--- src/rtl/step_seq_pkg.sv ---
package step_seq_pkg;

    localparam int unsigned NUM_PHASES = 5;

    typedef enum logic [2:0] {
        PH_FETCH  = 3'd0,
        PH_DECODE = 3'd1,
        PH_EXEC   = 3'd2,
        PH_MEM    = 3'd3,
        PH_WB     = 3'd4
    } phase_e;

    typedef enum logic [1:0] {
        CL_ALU    = 2'd0,
        CL_LOAD   = 2'd1,
        CL_STORE  = 2'd2,
        CL_BRANCH = 2'd3
    } iclass_e;

    typedef struct packed {
        phase_e  phase;
        iclass_e cls;
        logic    br_second;
    } seq_state_t;

endpackage

--- src/rtl/step_fsm.sv ---
module step_fsm
    import step_seq_pkg::*;
(
    input  logic    clk,
    input  logic    rst,
    input  iclass_e cls_i,
    output phase_e  phase_o,
    output iclass_e cls_o,
    output logic    br_second_o,
    output logic    last_o
);

    seq_state_t state_d, state_q;
    logic       last_d;

    always_comb begin
        state_d = state_q;
        last_d  = 1'b0;
        unique case (state_q.phase)
            PH_FETCH: begin
                state_d.phase     = PH_DECODE;
                state_d.br_second = 1'b0;
            end
            PH_DECODE: begin
                state_d.cls   = cls_i;
                state_d.phase = PH_EXEC;
            end
            PH_EXEC: begin
                if (state_q.cls == CL_BRANCH) begin
                    if (state_q.br_second) begin
                        last_d            = 1'b1;
                        state_d.phase     = PH_FETCH;
                        state_d.br_second = 1'b0;
                    end else begin
                        state_d.br_second = 1'b1;
                    end
                end else begin
                    state_d.phase = PH_MEM;
                end
            end
            PH_MEM: begin
                if (state_q.cls == CL_STORE) begin
                    last_d        = 1'b1;
                    state_d.phase = PH_FETCH;
                end else begin
                    state_d.phase = PH_WB;
                end
            end
            PH_WB: begin
                last_d        = 1'b1;
                state_d.phase = PH_FETCH;
            end
            default: begin
                state_d.phase = PH_FETCH;
            end
        endcase
    end

    always_ff @(posedge clk) begin
        if (rst) begin
            state_q <= '{phase: PH_FETCH, cls: CL_ALU, br_second: 1'b0};
        end else begin
            state_q <= state_d;
        end
    end

    assign phase_o     = state_q.phase;
    assign cls_o       = state_q.cls;
    assign br_second_o = state_q.br_second;
    assign last_o      = last_d;

endmodule

--- src/rtl/step_strobes.sv ---
module step_strobes
    import step_seq_pkg::*;
(
    input  phase_e                  phase_i,
    input  iclass_e                 cls_i,
    input  logic                    br_second_i,
    input  logic                    taken_i,
    output logic [NUM_PHASES-1:0]   phase_oh_o,
    output logic                    pc_update_o,
    output logic                    pc_target_o,
    output logic                    alu_start_o,
    output logic                    mem_rd_o,
    output logic                    mem_wr_o,
    output logic                    rf_we_o
);

    for (genvar g = 0; g < NUM_PHASES; g++) begin : g_oh
        assign phase_oh_o[g] = (int'(phase_i) == g);
    end

    logic redirect;

    always_comb begin
        redirect    = (phase_i == PH_EXEC) && (cls_i == CL_BRANCH) && br_second_i && taken_i;
        pc_update_o = (phase_i == PH_FETCH) || redirect;
        pc_target_o = redirect;
        alu_start_o = (phase_i == PH_EXEC) && !br_second_i;
        mem_rd_o    = (phase_i == PH_MEM) && (cls_i == CL_LOAD);
        mem_wr_o    = (phase_i == PH_MEM) && (cls_i == CL_STORE);
        rf_we_o     = (phase_i == PH_WB) && ((cls_i == CL_ALU) || (cls_i == CL_LOAD));
    end

endmodule

--- src/rtl/perf_counter.sv ---
module perf_counter #(
    parameter int unsigned W = 32
) (
    input  logic         clk,
    input  logic         rst,
    input  logic         inc_i,
    output logic [W-1:0] count_o
);

    logic [W-1:0] count_d, count_q;

    always_comb begin
        count_d = count_q + W'(inc_i);
    end

    always_ff @(posedge clk) begin
        if (rst) begin
            count_q <= '0;
        end else begin
            count_q <= count_d;
        end
    end

    assign count_o = count_q;

endmodule

--- src/rtl/step_sequencer.sv ---
module step_sequencer
    import step_seq_pkg::*;
#(
    parameter int unsigned CNT_W = 32
) (
    input  logic             clk,
    input  logic             rst,
    input  logic [1:0]       instr_class_i,
    input  logic             branch_taken_i,
    output logic [4:0]       phase_o,
    output logic             pc_update_o,
    output logic             pc_target_o,
    output logic             alu_start_o,
    output logic             mem_rd_o,
    output logic             mem_wr_o,
    output logic             rf_we_o,
    output logic             instr_done_o,
    output logic [CNT_W-1:0] cycle_count_o,
    output logic [CNT_W-1:0] retired_count_o
);

    phase_e  phase;
    iclass_e cls;
    logic    br_second;
    logic    last;

    step_fsm i_fsm (
        .clk         (clk),
        .rst         (rst),
        .cls_i       (iclass_e'(instr_class_i)),
        .phase_o     (phase),
        .cls_o       (cls),
        .br_second_o (br_second),
        .last_o      (last)
    );

    step_strobes i_strobes (
        .phase_i     (phase),
        .cls_i       (cls),
        .br_second_i (br_second),
        .taken_i     (branch_taken_i),
        .phase_oh_o  (phase_o),
        .pc_update_o (pc_update_o),
        .pc_target_o (pc_target_o),
        .alu_start_o (alu_start_o),
        .mem_rd_o    (mem_rd_o),
        .mem_wr_o    (mem_wr_o),
        .rf_we_o     (rf_we_o)
    );

    perf_counter #(.W(CNT_W)) i_cycles (
        .clk     (clk),
        .rst     (rst),
        .inc_i   (1'b1),
        .count_o (cycle_count_o)
    );

    perf_counter #(.W(CNT_W)) i_retired (
        .clk     (clk),
        .rst     (rst),
        .inc_i   (last),
        .count_o (retired_count_o)
    );

    assign instr_done_o = last;

endmodule

--- config.mk ---
export PLATFORM = sky130hd
export DESIGN_NAME = step_sequencer
export DESIGN_NICKNAME = d
export VERILOG_FILES = /design/src/rtl/step_seq_pkg.sv /design/src/rtl/step_fsm.sv /design/src/rtl/step_strobes.sv /design/src/rtl/perf_counter.sv /design/src/rtl/step_sequencer.sv
export SDC_FILE = /design/constraint.sdc
export NUM_CORES = 1
export LEC_CHECK = 0
export ABC_AREA = 1
export BUFFER_PORTS_ARGS = -buffer_cell sky130_fd_sc_hd__clkbuf_2
export CAP_MARGIN = 40
export CORE_MARGIN = 2
export CORE_UTILIZATION = 40
export CTS_BUF_LIST = sky130_fd_sc_hd__clkbuf_16
export DETAILED_ROUTE_END_ITERATION = 10
export PLACE_DENSITY = 0.63
export SYNTH_ARGS = -nofsm -noshare
export SYNTH_HDL_FRONTEND = slang
export SYNTH_SLANG_ARGS = --single-unit
export TNS_END_PERCENT = 50
--- constraint.sdc ---
create_clock -name clk -period 2.85 [get_ports clk]
set_clock_uncertainty 0.1 [all_clocks]
set_input_delay 0.57 -clock clk [delete_from_list [all_inputs] [get_ports clk]]
set_output_delay 0.57 -clock clk [all_outputs]
set_load 0.01 [all_outputs]
Word-level counts from Yosys, hierarchy flattened
Index checks and enable logic that the tools add are counted.
{"block": "classes", "n_eq_ne": 13, "n_reduce_logical": 15, "n_mux": 11, "addsub": 2}
{"cell": "$add 32x1->32", "count": 1}
{"cell": "$add 32x1->32 const B", "count": 1}
{"cell": "$eq 3x3->1 const B", "count": 4}
{"cell": "$pmux 3 s4", "count": 1}
{"cell": "$eq 3x2->1 const B", "count": 3}
{"cell": "$mux 3", "count": 3}
{"cell": "$logic_and 1x1->1", "count": 7}
{"cell": "$logic_not 3->1", "count": 2}
{"cell": "$mux 1", "count": 5}
{"cell": "$eq 2x2->1 const B", "count": 2}
{"cell": "$eq 3x1->1 const B", "count": 1}
{"cell": "$ne 3x2->1 const B", "count": 1}
{"cell": "$pmux 1 s3", "count": 1}
{"cell": "$eq 2x1->1 const B", "count": 1}
{"cell": "$logic_not 2->1", "count": 1}
{"cell": "$logic_or 1x1->1", "count": 2}
{"cell": "$ne 2x1->1 const B", "count": 1}
{"cell": "$pmux 1 s2", "count": 1}
{"cell": "$reduce_and 2->1", "count": 1}
{"cell": "$reduce_bool 2->1", "count": 1}
{"cell": "$logic_not 1->1", "count": 1}
{"block": "word_totals", "reg_bits": 70}

Longest topological paths before layout
Gate-level depths: netlist of the first run.
{"block": "depth", "ltp_word": 5, "depth_mapped": 14, "ltp_nobuf": 14}

Cells and area by module
A second synthesis of the first run with hierarchy kept.
{"block": "unflattened", "cells_unflattened": 571, "area_unflattened_um2": 3762.4}
{"module": "perf_counter", "instances": 2, "cells_each": 252, "area_per_inst_um2": 1675.4}
{"module": "step_fsm", "instances": 1, "cells_each": 42, "area_per_inst_um2": 301.5}
{"module": "step_strobes", "instances": 1, "cells_each": 24, "area_per_inst_um2": 106.4}
{"module": "step_sequencer", "instances": 1, "cells_each": 1, "area_per_inst_um2": 3.8}

Worst setup path before layout of the first run
Ideal clock, no wire load.
{"block": "synth_path", "kind": "register to register", "startpoint": "reg i_fsm.state_q, in the netlist i_fsm.phase_o[0]", "endpoint": "reg i_retired.count_q[12] (netlist: i_retired.count_o[12])", "path_buffers": 0, "slack_ns": 0.560, "arrival_time_ns": 2.075, "synth_period_minus_slack_ns": 2.290, "path_stages_with_launch": 13, "t_required_ns": 2.635, "cell_sequence": "dfxtp_1 -> inv_1 -> nor3_1 -> nand2_1 -> nand3_1 -> ha_1 -> ha_1 -> nand2_1 -> nor2_4 -> nand2_4 -> nor2_2 -> a21oi_1 -> and2_1"}
{"block": "synth_between", "elab_chain_len": 3, "elab_cells_between_ends": 5}
{"item": "start, declared", "line": "step_fsm.sv:13", "rtl": "seq_state_t state_d, state_q;"}
{"item": "start signal, assigned", "line": "step_fsm.sv:61", "rtl": "state_q <= '{phase: PH_FETCH, cls: CL_ALU, br_second: 1'b0};"}
{"item": "start signal, assigned", "line": "step_fsm.sv:63", "rtl": "state_q <= state_d;"}
{"item": "$eq 3x3->1 / $eq 3x2->1 (equally long branches)", "line": "step_fsm.sv:19", "rtl": "unique case (state_q.phase)"}
{"item": "$pmux 1 s3 *", "line": "step_fsm.sv:19"}
{"item": "net instr_done_o", "line": "step_sequencer.sv:17", "rtl": "output logic instr_done_o,"}
{"item": "$add 32x1->32 *", "line": "perf_counter.sv:13", "rtl": "count_d = count_q + W'(inc_i);"}
{"item": "end signal, assigned", "line": "perf_counter.sv:20", "rtl": "count_q <= count_d;"}
{"item": "end, declared", "line": "perf_counter.sv:10", "rtl": "logic [W-1:0] count_d, count_q;"}
Mark *: on every way through the listed nets, which the timed path passes. The rest lies on a longest branch.
A chain may end at the register's enable or synchronous reset.

Worst setup path after layout of the first run
{"block": "layout_path", "startpoint": "reg i_fsm.state_q, in the netlist i_fsm.phase_o[0]", "endpoint": "reg i_retired.count_q[24] (netlist: i_retired.count_o[24])"}
{"block": "layout_between", "elab_chain_len": 3, "elab_cells_between_ends": 5}
{"item": "$eq 3x3->1 / $eq 3x2->1 (equally long branches)", "line": "step_fsm.sv:19"}
{"item": "$pmux 1 s3 *", "line": "step_fsm.sv:19"}
{"item": "$add 32x1->32 *", "line": "perf_counter.sv:13"}
Mark *: on every way between the ends. The rest lies on a longest branch, timed or not.

==> results.sh, run 1 <==
export IMPL_drive_above_1_share_pct=20.8
export IMPL_cp_end_kind="flop"
export IMPL_postCtsResizedCells=0
export IMPL_ir_worst_vdd_v=0.000288
export IMPL_final_core_util_pct=50.9
export IMPL_overflow=0
export IMPL_cts_setup_buffers=0
export IMPL_regArea_um2=1400
export IMPL_slew_violations=0
export IMPL_yosys_warnings=0
export IMPL_power_density_nw_per_um2=515
export IMPL_start_kind="flop"
export IMPL_worstPathMaxFanout=6
export IMPL_period_share_pct=79.5
export IMPL_dp_worst_setup_slack_ns=0.570
export IMPL_finalSetupViolCount=0
export IMPL_setup_slack_ns=0.584
export IMPL_die_h_um=99.3
export IMPL_async_flop_share_pct=0
export IMPL_finalCriticalPeriod_ns=2.27
export IMPL_fin_setup_tns_ns=0
export IMPL_multi_input_area_um2=2000
export IMPL_gp_congestion=0.847
export IMPL_drt_pass1_iter_count=4
export IMPL_clock_path_buffers=2
export IMPL_grt_use_total_pct=19.2
export IMPL_slew_headroom_pct=73.9
export IMPL_critPathKind="flop to flop"
export IMPL_final_cell_mix="137 x nand2_1, 122 x nor2_1, 80 x clkbuf_2, 70 x dfxtp_1, 53 x inv_1"
export IMPL_clk_latency_ns=0.32
export IMPL_core_area_um2=8760
export IMPL_grt_pass1_wl_um=15400
export IMPL_postPlaceCellArea_um2=4160
export IMPL_area_growth_pct=22.8
export IMPL_wirelength_um=9060
export IMPL_cts_root_buf="clkbuf_16"
export IMPL_cts_buffers_inserted=9
export IMPL_grt_max_degree=35
export IMPL_syn_cell_area_um2=3630
export IMPL_ant_nets=0
export IMPL_ys_ff_latch=70
export IMPL_synth_top_cell_by_area="dfxtp_1"
export IMPL_path_clk_slew_ns=0.05
export IMPL_synth_edff_count=0
export IMPL_place_inst=736
export IMPL_final_cells=751
export IMPL_drc=0
export IMPL_postSynthCellCount=553
export IMPL_yosys_top_cells_area="dfxtp_1 39%, nand2_1 14%, nor2_1 13%"
export IMPL_die_w_um=99.3
export IMPL_cts_sinks=70
export IMPL_ctsHoldBuffers=0
export IMPL_syn_nets=561
export IMPL_hpwl_um=7010
export IMPL_grt_pass1_vias=3386
export IMPL_cts_tree="built"
export IMPL_num_vias=3672
export IMPL_synth_cell_type_count=27
export IMPL_p_leak_nw=1.87
export IMPL_antenna_cells=0
export IMPL_io_buffers=80
export IMPL_cap_violations=0
export IMPL_num_rows=34
export IMPL_timing_hold_ws_ns=0.378
export IMPL_power_mw=2.30
export IMPL_outcome="complete, no violations"
export IMPL_yosysSeqAreaShare_pct=38.6
export IMPL_fill_cells=903
export IMPL_finalHoldViolations=0
export IMPL_hp_class="flop to flop"
export IMPL_fin_area_um2=4460
export IMPL_ys_flop_type="dfxtp_1"
export IMPL_cp_arrival_ns=2.38
export IMPL_clock_fmax_mhz=441
export IMPL_antenna_found_initial=0
export IMPL_cts_htree_levels=3
export IMPL_pin_count=81
export IMPL_synth_top_area_share_pct=38.6
export IMPL_wl_per_cell_um=12.1
export IMPL_worst_slew_pin_slew_ns=0.389
export IMPL_die_area_um2=9870
export IMPL_syn_area_per_cell_um2=6.57
export IMPL_routed_via_density=4.89
export IMPL_start_util_pct=41.5
export IMPL_first_iter_violations=83
export IMPL_final_common_cell="nand2_1"
export IMPL_nNetsFinal=647
export IMPL_required_ns=2.97
export IMPL_rsz0062_at_grt="false"
==> final timing paths <==
| kind | from | endpoint | cells past startpoint | slack, ns |
|---|---|---|---|---|
| worst max-delay path | i_fsm.phase_o[0] | i_retired.count_o[24] | 13 | 0.58 |
| worst min-delay path | i_cycles.count_o[0] | i_cycles.count_o[0] | 1 | 0.38 |
| worst max register to register | i_fsm.phase_o[0] | i_retired.count_o[24] | 13 | 0.58 |
| worst min register to register | i_cycles.count_o[0] | i_cycles.count_o[0] | 1 | 0.38 |
==> state kept, by name, indices dropped and copies added (netlist names) <==
| name | count |
|---|---|
| i_fsm.cls_o | 2 |
| i_fsm.br_second_o | 1 |
| i_retired.count_o | 32 |
| i_cycles.count_o | 32 |
| i_fsm.phase_o | 3 |
==> cell type report <==
cell class | count | area share, %
Multi-Input combinational cell | 422 | 44.9
Sequential cell | 70 | 31.4
Timing Repair Buffer | 82 | 9.31
Clock buffer | 9 | 5.05
Inverter | 54 | 4.54
Tap cell | 108 | 3.03
Clock inverter | 6 | 1.79
==> synth_stat cells (5+ instances only) <==
cell type,n
nand2_1,137
nor2_1,122
nand3_1,35
a21oi_1,46
dfxtp_1,70
nor3_1,8
inv_1,51
clkbuf_1,5
nand2_2,8
nor2_4,15
nor2_2,10
o21ai_0,14
==> metal layers <==
metal	global-route usage, %	vias up	share of wire (%)
li1	-	1909	-
met1	23.3	1661	44
met2	32.8	88	49
met3	5.13	14	5.1
met4	6.74	0	1.6
met5	0	-	0
==> critical path: stages (launching register included) <==
cell and delay (ns):
dfxtp_1 0.37, inv_1 0.07, nor3_1 0.28, nand2_1 0.12, nand3_1 0.12, ha_1 0.18, ha_1 0.17, nand2_1 0.11
nor2_4 0.16, nand2_4 0.11, nor2_4 0.18, nand3_1 0.09, nand2_1 0.07, nor2_1 0.04
==> power breakdown <==
part / internal (mW) / switching, mW / total (mW)
clock network: 0.752 / 0.395 / 1.15
registers: 0.996 / 0.0172 / 1.01
logic: 0.0486 / 0.0886 / 0.137
total: 1.80 / 0.501 / 2.30
==> cell families (layout without fill, tap and decap cells) <==
kind of cell	after synthesis	after routing	synth area share (%)
buffers and inverters	61	151	6.37
AOI/OAI and AO/OA	66	66	9.40
and+or+nand+nor	348	348	43.4
DFF	70	70	38.6
adders and majority gates	3	3	1.03
xor gates and xnor gates	5	5	1.20
Note: power is estimated with default switching activity, not from simulation.
==> run 2: changes to the inputs <==
Settings changed: PLACE_DENSITY 0.63 to 0.65.
Clock period 2.85 ns to 2 ns, I/O delays scaled along.
==> run 2 against run 1 <==
Net effect:
- the run now ends with setup timing left
- global-route usage rose by 0.32 points
- fmax is 6.8% higher
- core utilization up 2.9 points
- die area unchanged
- cell count rose by 1.6%
- largest cell class unchanged
- largest power group unchanged
==> results.sh, run 2 (synthesized netlist as in run 1, its figures left out) <==
export IMPL_outcome="finished, violations left"
export IMPL_violations="setup timing"
export IMPL_timing_hold_ws_ns=0.270
export IMPL_setup_slack_ns=-0.122
export IMPL_postPlaceCellArea_um2=4270
export IMPL_place_inst=739
export IMPL_p_int_mw=2.48
export IMPL_area_growth_pct=29.7
export IMPL_path_clk_slew_ns=0.06
export IMPL_final_cell_mix="133 x nand2_1, 120 x nor2_1, 78 x clkbuf_2, 65 x dfxtp_1, 48 x inv_1"
export IMPL_crit_buf_inv=2
export IMPL_cts_tree="built"
export IMPL_nNetsFinal=658
export IMPL_cp_arrival_ns=2.24
export IMPL_p_leak_nw=1.98
export IMPL_critPathKind="flop to flop"
export IMPL_overflow=0
export IMPL_die_h_um=99.3
export IMPL_power_switching_share_pct=24.6
export IMPL_cts_sinks=70
export IMPL_finalSetupViolCount=9
export IMPL_num_rows=34
export IMPL_grt_pass1_wl_um=15600
export IMPL_first_iter_violations=94
export IMPL_max_stage_delay_ns=0.37
export IMPL_required_ns=2.12
export IMPL_slew_headroom_pct=77.2
export IMPL_cts_htree_levels=3
export IMPL_seqPwrFrac_pct=44.6
export IMPL_path_delay_family="simple AND/OR/NAND/NOR gates"
export IMPL_wirelength_um=9460
export IMPL_rsz0062_at_grt="true"
export IMPL_switchingPower_mw=0.809
export IMPL_final_cells=763
export IMPL_io_buffers=80
export IMPL_start_util_pct=41.5
export IMPL_cp_end_kind="flop"
export IMPL_wl_per_cell_um=12.4
export IMPL_drt_pass1_iter_count=4
export IMPL_fin_setup_tns_ns=-0.362
export IMPL_period_share_pct=106
export IMPL_clock_path_buffers=2
export IMPL_share_comb_of_total_power_pct=7.3
export IMPL_final_common_cell="nand2_1"
export IMPL_antenna_cells=0
export IMPL_routed_via_density=4.91
export IMPL_grt_pass1_vias=3454
export IMPL_clk_latency_ns=0.33
export IMPL_grt_max_degree=45
export IMPL_fin_area_um2=4720
export IMPL_gp_congestion=0.858
export IMPL_path_cells="inv_4, nand3_4, nor2_4, nand2_2, nand3_4, ha_4, ha_4, nand2_4, nor2_4, nand2_4, buf_4, o21ai_0, a21oi_1"
export IMPL_ir_worst_vdd_v=0.000448
export IMPL_finalCriticalPeriod_ns=2.12
export IMPL_drc=0
export IMPL_start_kind="flop"
export IMPL_slew_violations=0
export IMPL_die_area_um2=9870
export IMPL_core_area_um2=8760
export IMPL_pwr_share_clk_pct=48.1
export IMPL_hp_class="input pin to flop"
export IMPL_clock_fmax_mhz=471
export IMPL_cts_root_buf="clkbuf_16"
export IMPL_ant_nets=0
export IMPL_antenna_found_initial=0
export IMPL_pin_count=81
export IMPL_num_vias=3747
export IMPL_slowest_stage="dfxtp_4"
export IMPL_grt_use_total_pct=19.5
export IMPL_final_core_util_pct=53.8
export IMPL_cap_violations=0
export IMPL_drive_above_1_share_pct=27.0
export IMPL_ctsHoldBuffers=0
export IMPL_die_w_um=99.3
export IMPL_finalHoldViolations=0
export IMPL_cts_buffers_inserted=9
export IMPL_power_density_nw_per_um2=696
export IMPL_hpwl_um=6870
export IMPL_worst_slew_pin_slew_ns=0.339
export IMPL_worstPathMaxFanout=5
-- run 2: per-layer routing --
| metal | part of all wire [%] | wire, µm | global-route usage, % | vias to the layer above |
|---|---|---|---|---|
| met2 | 48 | 4570 | 33.9 | 91 |
| met1 | 45 | 4260 | 24.0 | 1695 |
| met3 | 4.4 | 416 | 3.16 | 21 |
| li1 | - | - | - | 1940 |
| met5 | 0 | 0 | 0 | - |
| met4 | 2.2 | 207 | 7.90 | 0 |
-- run 2: final cells by class --
type | instances | area, µm²
fillers | 878 | 4050
inverters | 54 | 210
clock inverters | 7 | 65.1
flip-flops and latches | 70 | 1410
well taps | 108 | 135
multi-input cells | 422 | 2160
repair buffers | 93 | 510
clock buffers | 9 | 225
-- run 2: worst paths after layout --
kind,start,endpoint,slack (ns),cells past startpoint
worst max-delay path,i_fsm.phase_o[0],i_retired.count_o[8],-0.12,13
worst min-delay path,instr_class_i[1],i_fsm.cls_o[1],0.27,3
worst max register to register,i_fsm.phase_o[0],i_retired.count_o[8],-0.12,13
worst min register to register,i_cycles.count_o[0],i_cycles.count_o[0],0.36,1
-- run 2: power by group through the flow --
stage / Sequential, mW / Clock [mW] / Combinational [mW]
floorplan: 1.48 / 0 / 0.140
global placement: 1.48 / 0 / 0.216
detailed placement: 1.49 / 0 / 0.220
CTS: 1.46 / 1.60 / 0.225
global route: 1.47 / 1.66 / 0.265
finish: 1.46 / 1.58 / 0.240
-- run 2: repair_timing --
item,CTS,global route
pin swaps,8,14
hold endpoints to repair,0,0
buffers inserted,2,6
resized for setup,8,20
endpoints found under the setup margin,18,26
-- run 2: metrics by stage --
step	power, mW	setup WS (ns)
6_report	3.28	-0.122
5_1_grt	3.40	-0.183
4_1_cts	3.28	-0.000857
3_5_place_dp	1.71	-0.0707
3_3_place_gp	1.70	-0.0186
2_1_floorplan	1.62	0.0174
-- run 2: worst register-to-register path: stages, from the launching register on --
cell     delay (ns)
dfxtp_4        0.37
inv_4          0.08
nand3_4        0.09
nor2_4         0.12
nand2_2        0.10
nand3_4        0.10
ha_4           0.14
ha_4           0.14
nand2_4        0.06
nor2_4         0.19
nand2_4        0.12
buf_4          0.16
o21ai_0        0.18
a21oi_1        0.08
==> run 3: changes to the inputs <==
Settings changed: ABC_AREA 1 to 0, CORE_UTILIZATION 40 to 45, PLACE_DENSITY 0.65 to 0.73.
==> run 3 against run 2 <==
Net effect:
- the run still ends with setup timing left
- largest power group unchanged
- count of clock-buffer cells in the layout did not move
- die area fell by 17%
- sequential power decreased by 3%
- power down 5.9%
- critical path depth shrank 4
- sequential cell count unchanged
- synthesized cell count decreased by 27%
- core utilization increased by 12 points
- critical endpoint is now i_retired.count_o[31]
- non-clock buffer count rose by 52
- cell area up 2.0%
==> results.sh, run 3 <==
export IMPL_cp_end_kind="flop"
export IMPL_yosys_top_cells_area="dfxtp_1 41%, or4_1 6.0%, o31ai_1 5.1%"
export IMPL_cts_sinks=70
export IMPL_clock_path_buffers=2
export IMPL_drive_above_1_share_pct=38.6
export IMPL_synth_edff_count=0
export IMPL_fin_setup_tns_ns=-4.99
export IMPL_yosysSeqAreaShare_pct=41.4
export IMPL_area_growth_pct=42.0
export IMPL_synth_cell_type_count=38
export IMPL_first_iter_violations=114
export IMPL_num_vias=3551
export IMPL_path_clk_slew_ns=0.06
export IMPL_worstRegToRegCells=9
export IMPL_place_inst=618
export IMPL_reg2reg_slack_ns=-0.34
export IMPL_clk_latency_ns=0.32
export IMPL_slew_headroom_pct=62.5
export IMPL_synth_most_common_cell="dfxtp_1"
export IMPL_ir_worst_vdd_v=0.000482
export IMPL_final_cells=640
export IMPL_rsz0062_at_grt="true"
export IMPL_ys_ff_latch=70
export IMPL_pin_count=81
export IMPL_critPathKind="flop to flop"
export IMPL_regArea_um2=1400
export IMPL_routed_via_density=5.55
export IMPL_syn_area_per_cell_um2=8.36
export IMPL_power_mw=3.09
export IMPL_synthTopCellsByCount="70 x dfxtp_1, 40 x nor2_1, 32 x a21oi_1"
export IMPL_finalCriticalPeriod_ns=2.34
export IMPL_core_area_um2=7250
export IMPL_grt_pass1_wl_um=15100
export IMPL_async_flop_share_pct=0
export IMPL_reg2reg_from="i_fsm.phase_o[0]"
export IMPL_gp_congestion=0.851
export IMPL_syn_nets=413
export IMPL_die_h_um=90.7
export IMPL_required_ns=2.16
export IMPL_cp_arrival_ns=2.50
export IMPL_io_buffers=80
export IMPL_fill_cells=632
export IMPL_cts_buffers_inserted=9
export IMPL_final_common_cell="clkbuf_2"
export IMPL_drc=0
export IMPL_hpwl_um=6110
export IMPL_antenna_found_initial=0
export IMPL_synth_top_area_share_pct=41.4
export IMPL_ctsHoldBuffers=0
export IMPL_ant_nets=0
export IMPL_die_w_um=90.7
export IMPL_cts_root_buf="clkbuf_16"
export IMPL_finalSetupViolCount=24
export IMPL_timing_hold_ws_ns=0.223
export IMPL_wl_per_cell_um=14.3
export IMPL_num_rows=31
export IMPL_hold_end="i_fsm.cls_o[1]"
export IMPL_ys_flop_type="dfxtp_1"
export IMPL_nNetsFinal=544
export IMPL_p_leak_nw=1.93
export IMPL_outcome="finished, violations left"
export IMPL_syn_cell_area_um2=3390
export IMPL_power_density_nw_per_um2=643
export IMPL_slew_violations=0
export IMPL_wirelength_um=9180
export IMPL_clock_fmax_mhz=427
export IMPL_multi_input_area_um2=2030
export IMPL_cts_htree_levels=3
export IMPL_finalHoldViolations=0
export IMPL_yosys_warnings=0
export IMPL_hp_start="instr_class_i[1]"
export IMPL_grt_max_degree=39
export IMPL_worstPathMaxFanout=4
export IMPL_worst_slew_pin_slew_ns=0.563
export IMPL_rr_endpoint="i_retired.count_o[31]"
export IMPL_hp_class="input pin to flop"
export IMPL_overflow=0
export IMPL_postSynthCellCount=405
export IMPL_grt_use_total_pct=21.9
export IMPL_final_core_util_pct=66.3
export IMPL_violations="setup timing"
export IMPL_cap_violations=0
export IMPL_start_kind="flop"
export IMPL_drt_pass1_iter_count=5
export IMPL_setup_slack_ns=-0.341
export IMPL_die_area_um2=8230
export IMPL_synth_top_cell_by_area="dfxtp_1"
export IMPL_cts_tree="built"
export IMPL_final_cell_mix="79 x clkbuf_2, 69 x dfxtp_1, 62 x buf_4, 40 x nor2_1, 25 x a21oi_1"
export IMPL_start_util_pct=46.7
export IMPL_grt_pass1_vias=3211
export IMPL_whs_path_depth=3
export IMPL_period_share_pct=117
export IMPL_antenna_cells=0
-- run 3: cell types whose count changed after synthesis, moves of 15 or more --
cell,change
inv_1,-37
nand2_1,-118
nand4_1,+17
nor2_1,-82
nor2_4,-15
o31ai_1,+23
or4_1,+27
-- run 3: through the flow --
step	worst slack [ns]	cell area [µm²]
2_1_floorplan	-0.463	3460
3_3_place_gp	-0.328	4320
3_5_place_dp	-0.424	4320
4_1_cts	-0.339	4700
5_1_grt	-0.459	4810
6_report	-0.341	4810
-- run 3: worst max-delay path, stage by stage, from the launching register on --
cell and delay (ns):
dfxtp_2 0.33, nand3b_1 0.16, o21ai_1 0.08, nand3_1 0.10, o21ai_2 0.18, ha_4 0.18
nand4_1 0.08, or4_4 0.45, or4_4 0.48, a21oi_1 0.14
-- run 3: per-layer routing --
metal	routed length [µm]	track usage [%]
met5	0	0
met1	4110	30.1
met4	161	7.95
met3	542	4.26
met2	4360	34.3
-- run 3: logic make-up after synthesis --
logic type / after synthesis / share of synthesized area [%]
xor+xnor: 22 / 5.69
flops: 70 / 41.4
compound gates: 70 / 12.5
fa+ha+maj: 3 / 1.11
simple gates: 191 / 31.8
mux: 9 / 2.92
buf+inv: 40 / 4.55
-- run 3: power by group --
group / total, mW / leakage, nW / switching (mW) / internal, mW
clock network: 1.52 / 0.151 / 0.575 / 0.947
registers: 1.42 / 0.565 / 0.00919 / 1.41
logic: 0.152 / 1.22 / 0.0877 / 0.0640
-- run 3: how the worst max path moves through the flow --
| stage | endpoint | slack, ns | start |
|---|---|---|---|
| finish | i_retired.count_o[31] | -0.34 | i_fsm.phase_o[0] |
| global route | i_retired.count_o[22] | -0.46 | i_fsm.phase_o[0] |
| CTS | i_retired.count_o[31] | -0.34 | i_fsm.phase_o[0] |
| detailed placement | i_retired.count_o[29] | -0.42 | i_fsm.phase_o[0] |
| global placement | i_retired.count_o[31] | -0.33 | i_fsm.phase_o[0] |
| floorplan | i_retired.count_o[28] | -0.46 | i_fsm.cls_o[0] |
-- run 3: cell type report --
cell class	instances	area share (%)
multi-input cells	296	42.3
flip-flops and latches	70	29.2
repair buffers	145	19.0
clock buffers	9	4.68
well taps	99	2.58
clock inverters	7	1.20
inverters	14	1.09
-- run 3: timing repair --
item / in CTS / in global routing
pin swaps: 16 / 4
endpoints found under the setup margin: 25 / 31
setup buffers: 4 / 1
gates cloned: 1 / 0
resized for setup: 14 / 24
